## src/rtl/mc_pkg.sv

```systemverilog
`timescale 1ns/1ps
package mc_pkg;
  typedef enum logic [1:0] {
    MODE_COMB  = 2'd0,
    MODE_D     = 2'd1,
    MODE_T     = 2'd2,
    MODE_LATCH = 2'd3
  } store_mode_e;
endpackage

```

## src/rtl/mc_pterm_array.sv

```systemverilog
`timescale 1ns/1ps
module mc_pterm_array #(
  parameter int N_IN = 8,
  parameter int N_PT = 8
) (
  input  logic [N_IN-1:0]      in_bits,
  input  logic [N_PT*N_IN-1:0] true_mask,
  input  logic [N_PT*N_IN-1:0] comp_mask,
  output logic [N_PT-1:0]      terms
);
  for (genvar t = 0; t < N_PT; t++) begin : g_term
    logic [N_IN-1:0] tm, cm, pass;
    assign tm   = true_mask[t*N_IN +: N_IN];
    assign cm   = comp_mask[t*N_IN +: N_IN];
    // each input passes when it is unused or matches its required level
    assign pass = (~tm | in_bits) & (~cm | ~in_bits);
    assign terms[t] = &pass;
  end
endmodule

```

## src/rtl/mc_sum_xor.sv

```systemverilog
`timescale 1ns/1ps
module mc_sum_xor #(
  parameter int N_PT = 8,
  localparam int PT_W = (N_PT > 1) ? $clog2(N_PT) : 1
) (
  input  logic [N_PT-1:0] terms,
  input  logic [N_PT-1:0] sum_sel,
  input  logic            xor_en,
  input  logic [PT_W-1:0] xor_term,
  output logic            logic_d
);
  logic sum_or, xor_pt;

  assign sum_or  = |(terms & sum_sel);
  assign xor_pt  = xor_en & terms[xor_term];
  assign logic_d = sum_or ^ xor_pt;
endmodule

```

## src/rtl/mc_storage.sv

```systemverilog
`timescale 1ns/1ps
module mc_storage
  import mc_pkg::*;
(
  input  logic        clk,
  input  logic        rst,
  input  store_mode_e mode,
  input  logic        clk_fall,
  input  logic        dual_edge,
  input  logic        d,
  output logic        q_out
);
  logic q_r, q_f;
  logic ff_mode;
  logic en_r, en_f;
  logic nxt_r, nxt_f;
  logic held;

  assign ff_mode = (mode == MODE_D) || (mode == MODE_T);

  // rising register: flip-flop on rising/dual edges, or latch hold for active-low enable
  assign en_r = ff_mode ? (dual_edge || !clk_fall) : ((mode == MODE_LATCH) && clk_fall);
  assign en_f = ff_mode ? (dual_edge ||  clk_fall) : ((mode == MODE_LATCH) && !clk_fall);

  // in dual-edge mode the visible state before an edge is the other register
  assign nxt_r = (mode == MODE_T) ? ((dual_edge ? q_f : q_r) ^ d) : d;
  assign nxt_f = (mode == MODE_T) ? ((dual_edge ? q_r : q_f) ^ d) : d;

  always_ff @(posedge clk or posedge rst) begin
    if (rst)       q_r <= 1'b0;
    else if (en_r) q_r <= nxt_r;
  end

  always_ff @(negedge clk or posedge rst) begin
    if (rst)       f_upd: q_f <= 1'b0;
    else if (en_f) q_f <= nxt_f;
  end

  always_comb begin
    if (dual_edge) held = clk ? q_r : q_f;
    else           held = clk_fall ? q_f : q_r;
    unique case (mode)
      MODE_COMB:  q_out = d;
      MODE_LATCH: q_out = clk_fall ? (clk ? q_r : d) : (clk ? d : q_f);
      default:    q_out = held;
    endcase
    if (rst && (mode != MODE_COMB)) q_out = 1'b0;
  end

  // single rising-edge D register captures the logic value
  a_r5_d_capture: assert property (@(posedge clk) disable iff (rst)
    (mode == MODE_D && !dual_edge && !clk_fall) |=> (q_r == $past(d)));

  // single rising-edge toggle register inverts when the logic value is 1
  a_r6_toggle: assert property (@(posedge clk) disable iff (rst)
    (mode == MODE_T && !dual_edge && !clk_fall) |=> (q_r == ($past(q_r) ^ $past(d))));

  // active-high latch holds the value present at the falling edge
  a_r7_latch_hold: assert property (@(negedge clk) disable iff (rst)
    (mode == MODE_LATCH && !clk_fall) |=> (q_f == $past(d)));

  // in dual-edge D mode the falling register also captures
  a_r8_dual_fall: assert property (@(negedge clk) disable iff (rst)
    (mode == MODE_D && dual_edge) |=> (q_f == $past(d)));

  // storage is clear whenever reset is seen high
  a_r9_reset_clear: assert property (@(posedge clk)
    rst |-> (q_r == 1'b0 && q_f == 1'b0));
endmodule

```

## src/rtl/pterm_macrocell.sv

```systemverilog
`timescale 1ns/1ps
module pterm_macrocell
  import mc_pkg::*;
#(
  parameter int N_IN = 8,
  parameter int N_PT = 8,
  localparam int PT_W = (N_PT > 1) ? $clog2(N_PT) : 1,
  localparam int MASK_W = N_PT * N_IN
) (
  input  logic              clk,
  input  logic              rst,
  input  logic [N_IN-1:0]   in_bits,
  input  logic [MASK_W-1:0] pt_true_mask,
  input  logic [MASK_W-1:0] pt_comp_mask,
  input  logic [N_PT-1:0]   sum_sel,
  input  logic              xor_en,
  input  logic [PT_W-1:0]   xor_term,
  input  logic [1:0]        store_mode,
  input  logic              clk_fall,
  input  logic              dual_edge,
  output logic              mc_out
);
  logic [N_PT-1:0] terms;
  logic            logic_d;
  store_mode_e     mode;

  assign mode = store_mode_e'(store_mode);

  mc_pterm_array #(.N_IN(N_IN), .N_PT(N_PT)) u_terms (
    .in_bits   (in_bits),
    .true_mask (pt_true_mask),
    .comp_mask (pt_comp_mask),
    .terms     (terms)
  );

  mc_sum_xor #(.N_PT(N_PT)) u_sum (
    .terms    (terms),
    .sum_sel  (sum_sel),
    .xor_en   (xor_en),
    .xor_term (xor_term),
    .logic_d  (logic_d)
  );

  mc_storage u_store (
    .clk       (clk),
    .rst       (rst),
    .mode      (mode),
    .clk_fall  (clk_fall),
    .dual_edge (dual_edge),
    .d         (logic_d),
    .q_out     (mc_out)
  );
endmodule

```

## config.mk

```make
export PLATFORM = sky130hd
export DESIGN_NAME = pterm_macrocell
export DESIGN_NICKNAME = d
export VERILOG_FILES = /design/src/rtl/mc_pkg.sv /design/src/rtl/mc_pterm_array.sv /design/src/rtl/mc_sum_xor.sv /design/src/rtl/mc_storage.sv /design/src/rtl/pterm_macrocell.sv
export SDC_FILE = /design/constraint.sdc
export NUM_CORES = 1
export LEC_CHECK = 0
export BUFFER_PORTS_ARGS = -buffer_cell sky130_fd_sc_hd__buf_2
export CAP_MARGIN = 20
export CORE_UTILIZATION = 31
export CTS_CLUSTER_DIAMETER = 40
export DETAILED_ROUTE_END_ITERATION = 16
export GPL_ROUTABILITY_DRIVEN = 1
export PLACE_DENSITY = 0.89
export SLEW_MARGIN = 20
export SYNTH_ARGS = -nofsm -noshare
export SYNTH_HDL_FRONTEND = slang
export SYNTH_SLANG_ARGS = --single-unit
```

## constraint.sdc

```tcl
create_clock -name clk -period 2 [get_ports clk]
set_clock_uncertainty 0.15 [all_clocks]
set_input_delay 0.2 -clock clk [delete_from_list [all_inputs] [get_ports clk]]
set_output_delay 0.2 -clock clk [all_outputs]
set_load 0.02 [all_outputs]
```

Word-level counts from Yosys, hierarchy flattened --
Index checks and enable logic that the tools add are counted.
Cells by class: magnitude comparators 1, eq/ne operators 3, mux-type cells 16, bitwise gates (word level) 46, reductions and logical operators 18
Operators by type and width (count):
- 8-bit NOT | 17
- 8-bit OR | 16
- 8-bit bitwise AND | 9
- 8-bit AND reduction | 8
- 1-bit two-way mux | 14
- 8-bit OR reduction | 1
- 2-bit == test (second input constant) | 2
- 3-bit by 4-bit < comparator with 1-bit output (second input constant) | 1
- 1-bit binary-select mux with 3-bit select | 1
- 1-bit logical AND | 3
- 1-bit logical OR | 3
- 1-bit bitwise XOR | 3
- 2-bit by 1-bit == test with 1-bit output (second input constant) | 1
- 2-bit logical NOT | 1
- 1-bit one-hot mux with 2 select lines | 1
- 2-bit nonzero test | 1
- 1-bit bitwise AND | 1
- 1-bit logical NOT | 1
Storage, ports and cells: bits in registers 2, bits of input ports 154

Depth between registers and ports, before layout --
depth after elaboration 12, mapped depth 10, mapped depth without buffers 10

Hierarchy --
From an unflattened synthesis, not the netlist that was laid out.
Second synthesis, totals: cells, all modules 151, area total of the unflattened synthesis 1327.5 um2
By module, submodules not included:
- mc_pterm_array | instances 1, cells an instance 96, area each 857.1 um2, sequential area each 0.0 um2
- mc_storage | instances 1, cells an instance 44, area each 347.8 um2, sequential area each 50.0 um2
- mc_sum_xor | instances 1, cells an instance 11, area each 122.6 um2, sequential area each 0.0 um2

==> impl_metrics.yaml <==
synth:
  synthDominantCellAreaShare_pct: 47.62
  ys_types: 35
  yosys-top-cells-count: "mux2i_1, nand4_1, nor2_1"
  synth_top_area_cell: "mux2i_1"
  synth-seq-cells: 2
  synth_nets: 324
  synth_ff_type: "dfrtp_1"
  synth_area_um2: 1366
  ys_seq_area_share_pct: 3.663
  syn_area_per_cell_um2: 8.181
  yosys_warnings: 0
  synthCells: 167
  async_flop_share_pct: 100.0
  synth-edff-count: 0
  yosys.cell_count.top_type: "mux2i_1"
  synth_area_leaders: "mux2i_1, nand4_1, buf_6"
floorplan:
  die_h_um: 68.39
  start_util_pct: 33.20
  coreArea_um2: 4115
  io_pins: 155
  dieArea_um2: 4677
  die_x_um: 68.39
  num_rows: 23
timing:
  finalSetupViolations: 5
  rsz0062_at_grt: "yes"
  timing.slew.headroom_pct: 73.55
  layout_setup_ws_ns: -1.248
  worstMarginPinSlew_ns: 0.3960
  hold_viol_final: 0
  maxSlewViolCount: 0
  setup_tns_ns: -2.428
global_route:
  grt_max_degree: 9
  overflow: 0
  grt_pass1_wl_mm: 11.19
  grt_pass1_vias: 2460
  grt_usage_pct: 33.68
  antenna_found_initial: 0
finish:
  synthToLayoutAreaGrowth_pct: 111.4
  drive_gt1_share_pct: 63.51
  antennaDiodeCount: 0
  fin_nets: 526
  fill_cells: 296
  utilization_pct: 70.20
  final_area_um2: 2889
clocking:
  clkTransAtPathRegs_ns: 0.03
  clk_latency_ns: 0.35
  cts.sinks: 2
  cts_tree: "done"
status:
  status: "finished, violations left"
  failed_checks: "negative setup slack"
placement:
  io_buffers: 154
  post-place-ws_ns: -1.435
  dpl.hpwl_mm: 5.564
  finalWeightedCongestion: 0.8620
  postPlaceCellArea_um2: 2399
setup_path:
  cp-start-kind: "register"
  cp.arrival_ns: 2.90
  endpoint_kind: "output pin"
  crit_fanout: 2
  max_stage_delay_ns: 0.41
  cp_common_cell: "a21oi_2"
  critPathKind: "register to output pin"
  path_cells: "inv_2 > o31ai_4 > a21oi_2 > clkbuf_8 > a21oi_2 > nor2_1 > a221oi_2 > buf_4"
  crit_required_ns: 1.65
  critPathSlowestCell: "dfrtn_1"
detailed_routing:
  vias: 2278
  avgViaCountPerCell: 5.424
  wire_per_inst_um: 17.17
  antenna_left: 0
  wirelength_mm: 7.212
  post-route-drc-count: 0
  drt_pass1_iterations: 7
  drtIter0Drc: 183
power_and_ir_drop:
  power_density_nw_per_um2: 469.0
  peakVddDrop_v: 0.0002199
  total_power_uw: 1355
  p_leak_uw: 0.001582
job:
  cap_violations: 0
hold_path:
  hp-class: "input port to async pin"
## through the flow
| step | std cells | hold slack [ns] |
|---|---|---|
| 3_3_place_gp | 392 | -0.07967 |
| 3_5_place_dp | 392 | -0.07561 |
| 2_1_floorplan | 167 | -0.2088 |
| 6_report | 420 | 0.1629 |
| 5_1_grt | 420 | 0.1912 |
| 4_1_cts | 421 | 0.1791 |
## critical path: cells and delay by family, from the launching register on
family	cells	cell delay (ns)
AND/OR/NAND/NOR	1	0.08
buffers and inverters	3	0.40
flip-flops	1	0.41
AO/OA/AOI/OAI	4	0.66
## path summary, 6_finish.rpt
path	to	from	slack [ns]	cells after the start
max	mc_out	u_store.q_f	-1.25	8
min	u_store.q_r	rst	0.16	3
max reg2reg	u_store.q_r	u_store.q_f	-0.34	5
min reg2reg	u_store.q_f	u_store.q_f	0.50	3
max in group asynchronous	u_store.q_f	rst	0.53	3
min in group clk	u_store.q_r	dual_edge	0.37	5
## sequential cells by signal, indices dropped and copies added, names as in the netlist
| register | cells |
|---|---|
| u_store.q_f | 1 |
| u_store.q_r | 1 |
## report_power, final
part           switching [uW]  internal, uW  total, uW  leakage, uW
combinational             257           339        596      0.00143
sequential               8.23          52.1       60.4    0.0000259
clock                     198           500        699     0.000121
## layer usage
metal | GRT usage, % | vias to the layer above | share of wire (%)
li1 | - | 1045 | -
met1 | 32.91 | 1034 | 36
met2 | 56.99 | 159 | 50
met3 | 17.00 | 40 | 11
met4 | 18.49 | 0 | 3.4
met5 | 3.750 | - | 0
## timing repair
item | 4_1_cts | 5_1_grt
endpoints found under the setup margin | 7 | 5
pin swaps | 17 | 5
gates cloned | 0 | 0
hold endpoints to repair | 1 | 0
gates resized for setup | 48 | 3
setup buffers | 13 | 1
hold buffers | 1 | 0
## cell families (layout without fill, tap and decap cells)
logic type,after synthesis,in the layout,synth area share [%]
mux,67,67,49.27
simple gates,44,44,17.49
compound gates,29,29,15.11
buf+inv,20,223,10.44
fa+ha+maj,3,3,2.748
xor+xnor,2,2,1.282
flops,2,2,3.662
## cell type report
class	instances	area (um^2)	area share, %
clock buffer	16	183.9	6.366
tap	50	62.56	2.165
inverter	9	33.78	1.169
multi-input combinational	145	1303	45.08
sequential	2	50.05	1.732
timing repair buffer	198	1256	43.48
## placed cells by master (no fill, tap or decap), types with 2 or more instances in the layout
master	netlist	final
a2111oi_4	0	2
a21oi_1	7	4
a21oi_2	0	3
a22oi_1	4	4
buf_12	0	8
buf_2	0	145
buf_4	4	38
buf_6	7	6
clkbuf_1	0	3
clkbuf_8	0	12
ha_1	3	3
inv_1	7	7
inv_2	2	2
mux2_4	0	2
mux2i_1	65	65
nand2_1	10	10
nand4_1	16	16
nor2_1	11	9
nor2_2	0	2
nor3_2	0	2
nor4_4	1	2
o21ai_0	4	2
o21ai_1	1	2
o21ai_2	1	2
Note: power is estimated with default switching activity, not from simulation.
